[src/rtl/sem_bank_pkg.sv]
package sem_bank_pkg;

  typedef enum logic [1:0] {
    SEM_FREE  = 2'd0,
    SEM_LEFT  = 2'd1,
    SEM_RIGHT = 2'd2
  } owner_t;

endpackage

[src/rtl/sem_port_dec.sv]
module sem_port_dec #(
  parameter int NUM_SEM = 8,
  localparam int IDX_W  = $clog2(NUM_SEM)
) (
  input  logic               sel,
  input  logic               wr,
  input  logic [IDX_W-1:0]   idx,
  input  logic               wdat,
  output logic [NUM_SEM-1:0] req_vec,
  output logic [NUM_SEM-1:0] rel_vec,
  output logic               rd_en
);

  logic wr_en;

  assign wr_en = sel & wr;
  assign rd_en = sel & ~wr;

  for (genvar i = 0; i < NUM_SEM; i++) begin : g_dec
    logic hit;
    assign hit        = wr_en && (idx == IDX_W'(i));
    assign req_vec[i] = hit & ~wdat;
    assign rel_vec[i] = hit &  wdat;
  end

endmodule

[src/rtl/sem_cell.sv]
module sem_cell
  import sem_bank_pkg::*;
(
  input  logic clk,
  input  logic rst,
  input  logic l_req,
  input  logic l_rel,
  input  logic r_req,
  input  logic r_rel,
  output logic own_l,
  output logic own_r
);

  owner_t st, st_n;
  logic   pend, pend_n;

  always_comb begin
    st_n   = st;
    pend_n = pend;
    case (st)
      SEM_FREE: begin
        if (l_req) begin
          st_n   = SEM_LEFT;
          pend_n = r_req;
        end else if (r_req) begin
          st_n   = SEM_RIGHT;
          pend_n = 1'b0;
        end
      end
      SEM_LEFT: begin
        if (r_req)      pend_n = 1'b1;
        else if (r_rel) pend_n = 1'b0;
        if (l_rel) begin
          st_n   = pend_n ? SEM_RIGHT : SEM_FREE;
          pend_n = 1'b0;
        end
      end
      SEM_RIGHT: begin
        if (l_req)      pend_n = 1'b1;
        else if (l_rel) pend_n = 1'b0;
        if (r_rel) begin
          st_n   = pend_n ? SEM_LEFT : SEM_FREE;
          pend_n = 1'b0;
        end
      end
      default: begin
        st_n   = SEM_FREE;
        pend_n = 1'b0;
      end
    endcase
  end

  always_ff @(posedge clk) begin
    if (rst) begin
      st   <= SEM_FREE;
      pend <= 1'b0;
    end else begin
      st   <= st_n;
      pend <= pend_n;
    end
  end

  assign own_l = (st == SEM_LEFT);
  assign own_r = (st == SEM_RIGHT);

endmodule

[src/rtl/sem_rd_port.sv]
module sem_rd_port #(
  parameter int NUM_SEM = 8,
  parameter int RD_W    = 9,
  localparam int IDX_W  = $clog2(NUM_SEM)
) (
  input  logic               clk,
  input  logic               rst,
  input  logic               rd_en,
  input  logic [IDX_W-1:0]   idx,
  input  logic [NUM_SEM-1:0] own_vec,
  output logic [RD_W-1:0]    rdat
);

  logic flag;

  assign flag = ~own_vec[idx];

  always_ff @(posedge clk) begin
    if (rst)        rdat <= '1;
    else if (rd_en) rdat <= {RD_W{flag}};
  end

endmodule

[src/rtl/sem_bank.sv]
module sem_bank #(
  parameter int NUM_SEM = 8,
  parameter int RD_W    = 9,
  localparam int IDX_W  = $clog2(NUM_SEM)
) (
  input  logic             clk,
  input  logic             rst,
  input  logic             l_sel,
  input  logic             l_wr,
  input  logic [IDX_W-1:0] l_idx,
  input  logic             l_wdat,
  output logic [RD_W-1:0]  l_rdat,
  input  logic             r_sel,
  input  logic             r_wr,
  input  logic [IDX_W-1:0] r_idx,
  input  logic             r_wdat,
  output logic [RD_W-1:0]  r_rdat
);

  logic [NUM_SEM-1:0] l_req_vec, l_rel_vec, r_req_vec, r_rel_vec;
  logic [NUM_SEM-1:0] own_l_vec, own_r_vec;
  logic               l_rd_en, r_rd_en;

  sem_port_dec #(.NUM_SEM(NUM_SEM)) u_dec_l (
    .sel(l_sel), .wr(l_wr), .idx(l_idx), .wdat(l_wdat),
    .req_vec(l_req_vec), .rel_vec(l_rel_vec), .rd_en(l_rd_en)
  );

  sem_port_dec #(.NUM_SEM(NUM_SEM)) u_dec_r (
    .sel(r_sel), .wr(r_wr), .idx(r_idx), .wdat(r_wdat),
    .req_vec(r_req_vec), .rel_vec(r_rel_vec), .rd_en(r_rd_en)
  );

  for (genvar i = 0; i < NUM_SEM; i++) begin : g_cell
    sem_cell u_cell (
      .clk  (clk),
      .rst  (rst),
      .l_req(l_req_vec[i]),
      .l_rel(l_rel_vec[i]),
      .r_req(r_req_vec[i]),
      .r_rel(r_rel_vec[i]),
      .own_l(own_l_vec[i]),
      .own_r(own_r_vec[i])
    );
  end

  sem_rd_port #(.NUM_SEM(NUM_SEM), .RD_W(RD_W)) u_rd_l (
    .clk(clk), .rst(rst), .rd_en(l_rd_en), .idx(l_idx),
    .own_vec(own_l_vec), .rdat(l_rdat)
  );

  sem_rd_port #(.NUM_SEM(NUM_SEM), .RD_W(RD_W)) u_rd_r (
    .clk(clk), .rst(rst), .rd_en(r_rd_en), .idx(r_idx),
    .own_vec(own_r_vec), .rdat(r_rdat)
  );

endmodule

[config.mk]
export PLATFORM = sky130hd
export DESIGN_NAME = sem_bank
export DESIGN_NICKNAME = d
export VERILOG_FILES = /design/src/rtl/sem_bank_pkg.sv /design/src/rtl/sem_port_dec.sv /design/src/rtl/sem_cell.sv /design/src/rtl/sem_rd_port.sv /design/src/rtl/sem_bank.sv
export SDC_FILE = /design/constraint.sdc
export NUM_CORES = 1
export LEC_CHECK = 0
export ABC_AREA = 1
export BUFFER_PORTS_ARGS = -buffer_cell sky130_fd_sc_hd__buf_2
export CAP_MARGIN = 20
export CORE_MARGIN = 2
export CORE_UTILIZATION = 32
export CTS_CLUSTER_DIAMETER = 60
export DETAILED_ROUTE_END_ITERATION = 6
export HOLD_SLACK_MARGIN = 0.03
export PLACE_DENSITY = 0.5
export RECOVER_POWER = 100
export SYNTH_ARGS = -nofsm -noshare
export SYNTH_HDL_FRONTEND = slang
export SYNTH_SLANG_ARGS = --single-unit
[constraint.sdc]
create_clock -name clk -period 3.3 [get_ports clk]
set_input_delay 0.33 -clock clk [delete_from_list [all_inputs] [get_ports clk]]
set_output_delay 0.33 -clock clk [all_outputs]
set_load 0.005 [all_outputs]
==> impl_metrics.json, run 1 <==
{
  "worstReg2RegStart": "g_cell[1].u_cell.st[1]",
  "place.gp.congestion": 0.864,
  "grt_max_degree": 26,
  "wire_per_inst_um": 11.0,
  "syn-cell-area_um2": 2440,
  "path_class": "primary input to register",
  "finalCritPeriodShare_pct": 48.6,
  "ant_nets": 0,
  "holdPathStages": 3,
  "synth_top_family_by_area": "simple AND/OR/NAND/NOR gates",
  "htreeDepth": 1,
  "synth_xor_xnor_area_share_pct": 0,
  "start_util_pct": 33.3,
  "rrSetupSlack_ns": 2.15,
  "power_density_nw_per_um2": 351,
  "antenna_cells": 0,
  "synthAdderAreaFrac_pct": 0,
  "vias_per_cell": 4.58,
  "rows": 31,
  "utilization_pct": 35.5,
  "grt_usage_pct": 15.1,
  "synthToLayoutAreaGrowth_pct": 6.50,
  "core-area_um2": 7330,
  "place_ws_ns": 1.41,
  "die_x_um": 91.4,
  "ys_ff_latch": 26,
  "fillers": 844,
  "cp-end-kind": "register",
  "cp_top_family": "simple AND/OR/NAND/NOR gates",
  "grt_pass1_vias": 2377,
  "cpPeakStageDelay_ns": 0.63,
  "worstMarginPinSlew_ns": 0.831,
  "clkSlewWorstSetupHoldPaths_ns": 0.11,
  "cts_hold_buf": 0,
  "avgSynthCellArea_um2": 5.45,
  "overflow": 0,
  "maxCapViolations": 0,
  "setup_violations": 0,
  "vias": 2550,
  "postCtsSetupBuffers": 0,
  "routed_wl_um": 6130,
  "placedCellCount": 553,
  "cts_tree": "yes",
  "ioPinCount": 32,
  "min-delay-start": "r_idx[2]",
  "period_needed_ns": 1.61,
  "post_layout_nonfiller_instances": 557,
  "numPortBuffers": 31,
  "syn_nets": 462,
  "synth-compound-area-share_pct": 6.76,
  "rsz0062_at_grt": "no",
  "hold_class": "primary input to register",
  "clock_sinks": 26,
  "setup_slack_ns": 1.69,
  "p_leak_nw": 1.47,
  "layout.nets": 473,
  "multi_input_area_um2": 1470,
  "regToRegEndpoint": "u_rd_r.rdat[0]",
  "dp_hpwl_um": 4790,
  "clk_latency_ns": 0.29,
  "ys_types": 23,
  "die-area_um2": 8350,
  "numCtsBuffers": 3,
  "crit_fanout": 12,
  "layout-drive-gt1-share_pct": 13.5,
  "worst-path-buf-inv": 2,
  "synthCells": 448,
  "drc_errors": 0,
  "skew_ns": 0.0125,
  "seqCellArea_um2": 520,
  "cp-start-kind": "primary input",
  "final_hold_viol_count": 0,
  "drt_iter0_drc": 80,
  "ir_drop_uv": 177,
  "status": "complete, no violations",
  "final_area_um2": 2600,
  "cp_num_cells": 10,
  "drv_slew": 0,
  "holdPathEnd": "u_rd_r.rdat[0]",
  "synth.yosys.seq_area_share_pct": 21.3,
  "root_buffer": "clkbuf_8",
  "dieHeight_um": 91.4,
  "synthSimpleGateAreaFrac_pct": 53.7,
  "synth_mux_area_share_pct": 0,
  "slowest_stage": "nor2_1",
  "ys_warn_count": 0,
  "reg2reg_depth": 5,
  "finalSetupTns_ns": 0,
  "cts_max_path_buffers": 2,
  "antenna_found_initial": 0,
  "max_freq_mhz": 623,
  "grt_pass1_wl_um": 10300,
  "place_area_um2": 2540,
  "dr.pass1.iters": 4,
  "critPathArrivalTime_ns": 1.77,
  "path_cells": "buf_2 > nand2_1 > nor2_1 > nand3_1 > nand2_1 > inv_1 > nand2_1 > nand3_1 > nor2_1 > nor2_1",
  "cts.repair.resized": 0,
  "max_slew_margin_pct": 44.4,
  "cp.required_ns": 3.46
}
[routing by layer]
layer,global-route usage [%],vias up,wire [um]
li1,-,1381,-
met3,3.24,7,281
met4,4.29,0,60
met5,0,-,0
met1,18.7,1113,3030
met2,26.3,49,2750
[per-stage QoR]
step	hold WS (ns)	power (mW)
2_1_floorplan	0.482	0.585
3_3_place_gp	0.538	0.641
3_5_place_dp	0.540	0.638
4_1_cts	0.297	0.934
5_1_grt	0.361	0.986
6_report	0.329	0.912
[cells in the mapped netlist]
cell	instances	area (um2)
nand2_1	160	601
inv_1	65	244
nor2_1	57	214
nand3_1	40	200
dfxtp_1	26	521
buf_4	19	143
a21oi_1	17	85.1
o21ai_0	11	55.1
nand3_2	9	90.1
nor2_2	8	50.1
nand2_2	6	37.5
inv_2	5	18.8
nand4_1	5	31.3
nor3b_1	5	37.5
nor2_4	4	45.0
clkbuf_1	2	7.51
o211ai_1	2	15.0
o21ai_1	2	10.0
buf_1	1	3.75
buf_2	1	5.00
buf_6	1	11.3
clkbuf_8	1	13.8
nor3_1	1	5.00
[worst reg2reg max path: stages, from the launching register on]
cell and delay, ns:
dfxtp_1 0.38, inv_1 0.06, o21ai_0 0.20, nand4_1 0.17, o211ai_1 0.19, nand2_1 0.06
[worst max-delay path by stage]
stage | startpoint | to | slack [ns]
floorplan | l_wr | g_cell[0].u_cell.st[0] | 2.04
finish | r_wr | g_cell[0].u_cell.pend | 1.69
CTS | r_wr | g_cell[0].u_cell.st[0] | 1.74
detailed placement | r_wr | g_cell[0].u_cell.st[0] | 1.41
global route | r_wr | g_cell[0].u_cell.st[1] | 1.52
global placement | r_wr | g_cell[0].u_cell.st[1] | 1.44
[where the power goes]
part	leakage [nW]	switching, mW	internal, mW
Clock	0.0357	0.120	0.163
Sequential	0.211	0.0209	0.339
Combinational	1.23	0.183	0.0863
Total	1.47	0.324	0.588
[area by class of cell]
| class | count | share of cell area, % |
|---|---|---|
| inverter | 70 | 10.1 |
| sequential | 26 | 20.0 |
| tap | 99 | 4.76 |
| clock inverter | 1 | 1.15 |
| multi-input combinational | 327 | 56.6 |
| clock buffer | 3 | 1.59 |
| timing repair buffer | 31 | 5.77 |
[cells in the final DEF (no fill, tap or decap), drive strengths merged]
| cell type | instances |
|---|---|
| nand4 | 5 |
| nand3 | 49 |
| o21ai | 13 |
| clkbuf | 7 |
| buf | 27 |
| inv | 70 |
| bufinv | 1 |
| nand2 | 166 |
| o211ai | 2 |
| nor3b | 5 |
| nor3 | 1 |
| dfxtp | 26 |
| a21oi | 17 |
| nor2 | 69 |
[registers in the layout, summed over array words and instances, names as in the netlist]
name	count
u_rd_r.rdat	1
g_cell.u_cell.st	16
g_cell.u_cell.pend	8
u_rd_l.rdat	1
[cell families after synthesis]
logic type / count (synthesis)
and+or+nand+nor: 295
buffers and inverters: 95
AOI/OAI and AO/OA: 32
DFF: 26
Power figures use the tool's default switching activity.
==> inputs of run 2 (changes only) <==
==> constraint.sdc (replaced) <==
create_clock -name clk -period 1.65 [get_ports clk]
set_input_delay 0.165 -clock clk [delete_from_list [all_inputs] [get_ports clk]]
set_output_delay 0.165 -clock clk [all_outputs]
set_load 0.005 [all_outputs]
==> run 2 against run 1 <==
  * Worst hold slack got worse by 0.17 ns
  * Final cell count increased by 1.6%
  * Critical path depth unchanged
  * Clock power increased by 99%
  * First-iteration DRC count increased by 68%
  * Non-clock buffer count increased by 9
  * Worst setup slack got worse by 1.3 ns
  * Sequential share of layout area decreased by 0.35 points
  * Flip-flop and latch count unchanged
  * Largest cell class unchanged
  * Highest routed layer unchanged
==> impl_metrics.json, run 2 (synthesis results as in run 1) <==
{
  "skew_ns": 0.00351,
  "ant_nets": 0,
  "path_common_cell": "nand2_1",
  "path_class": "primary input to register",
  "antenna_cells": 0,
  "vias_per_cell": 4.55,
  "ioPinCount": 32,
  "rsz0062_at_grt": "no",
  "postCtsSetupBuffers": 0,
  "final_common_cell": "nand2_1",
  "rows": 31,
  "layout.nets": 482,
  "finalPower_mw": 1.83,
  "die_x_um": 91.4,
  "vias": 2575,
  "routed_wl_um": 6360,
  "worstMarginPinSlew_ns": 0.424,
  "max_slew_margin_pct": 71.7,
  "regMostFlops": "g_cell.u_cell.st",
  "grt_pass1_vias": 2319,
  "grt_pass1_wl_um": 10800,
  "dr.pass1.iters": 4,
  "cp-end-kind": "register",
  "wire_per_inst_um": 11.2,
  "cp.required_ns": 1.87,
  "reg2reg_depth": 5,
  "clkSlewWorstSetupHoldPaths_ns": 0.10,
  "fillers": 838,
  "mostFrequentLayoutCells": "nand2_1, inv_1, nor2_1",
  "synthToLayoutAreaGrowth_pct": 8.40,
  "hold_class": "primary input to register",
  "period_needed_ns": 1.26,
  "cts.repair.resized": 0,
  "slowest_stage": "nor2_1",
  "numPortBuffers": 31,
  "grt_max_degree": 20,
  "final_hold_viol_count": 0,
  "setup_slack_ns": 0.387,
  "core-area_um2": 7330,
  "clk_latency_ns": 0.28,
  "clock_sinks": 26,
  "finalCritPeriodShare_pct": 76.5,
  "cts_hold_buf": 0,
  "status": "complete, no violations",
  "htreeDepth": 1,
  "critPathArrivalTime_ns": 1.48,
  "largest_reg_flops": 16,
  "holdPathStages": 3,
  "root_buffer": "clkbuf_8",
  "drt_iter0_drc": 134,
  "numCtsBuffers": 3,
  "dieHeight_um": 91.4,
  "layout-drive-gt1-share_pct": 13.9,
  "place.gp.congestion": 0.886,
  "cts_tree": "yes",
  "overflow": 0,
  "grt_usage_pct": 15.8,
  "dp_hpwl_um": 4930,
  "reg.largest.list": "g_cell.u_cell.st: 16 flops, g_cell.u_cell.pend: 8 flops",
  "place_ws_ns": 0.255,
  "drv_slew": 0,
  "p_leak_nw": 1.52,
  "placedCellCount": 562,
  "ir_drop_uv": 335,
  "setup_violations": 0,
  "cp-start-kind": "primary input",
  "power_density_nw_per_um2": 692,
  "finalSetupTns_ns": 0,
  "die-area_um2": 8350,
  "cpPeakStageDelay_ns": 0.26,
  "whs_ns": 0.162,
  "cts_max_path_buffers": 2,
  "start_util_pct": 33.3,
  "path_cells": "clkbuf_1 > nand2_1 > nor2_1 > buf_4 > nand3_2 > nand2_1 > nand2_1 > nor2_1 > nand2_1 > a21oi_1",
  "crit_fanout": 8,
  "max_freq_mhz": 792,
  "antenna_found_initial": 0,
  "maxCapViolations": 0,
  "post_layout_nonfiller_instances": 566,
  "drc_errors": 0
}
==> run 2: cell count changes in the layout (fill, tap and decap cells not counted), sizes merged <==
cell	change
buf	+10
clkbuf	-1
==> run 2: power breakdown <==
group	internal, mW	total (mW)	switching, mW
registers	0.678	0.722	0.0436
clock network	0.325	0.563	0.237
logic	0.183	0.547	0.365
==> run 2: path summary, 6_finish.rpt <==
path / start / endpoint / slack [ns]
min: r_idx[2] / u_rd_r.rdat[0] / 0.16
max reg2reg: g_cell[1].u_cell.st[0] / u_rd_l.rdat[0] / 0.46
max: l_wr / g_cell[5].u_cell.st[1] / 0.39
min reg2reg: g_cell[3].u_cell.pend / g_cell[3].u_cell.pend / 0.57
==> run 2: metrics by stage <==
| stage | utilization (%) | area [um2] |
|---|---|---|
| 4_1_cts | 36.5 | 2680 |
| 3_5_place_dp | 35.6 | 2610 |
| 3_3_place_gp | 35.6 | 2610 |
| 2_1_floorplan | - | 2440 |
| 5_1_grt | 36.1 | 2650 |
| 6_report | 36.1 | 2650 |
==> run 2: final cells by class <==
cell class	count	area [um2]	area share (%)
Sequential cell	26	520	19.7
Clock buffer	3	41.3	1.56
Multi-Input combinational cell	327	1450	54.8
Timing Repair Buffer	40	219	8.27
Tap cell	99	124	4.68
Inverter	70	263	9.92
Clock inverter	1	30.0	1.13
==> run 2: worst max-delay path, delay by kind of cell <==
| kind | cells | cell delay, ns |
|---|---|---|
| simple gates | 7 | 0.85 |
| buf+inv | 2 | 0.35 |
| compound gates | 1 | 0.12 |
==> run 2: metal layers <==
metal / wire [um] / up-vias / track usage [%]
met5: 0 / - / 0
met4: 64 / 0 / 3.03
met3: 246 / 6 / 2.74
met2: 2870 / 55 / 27.1
met1: 3180 / 1118 / 20.7
li1: - / 1396 / -
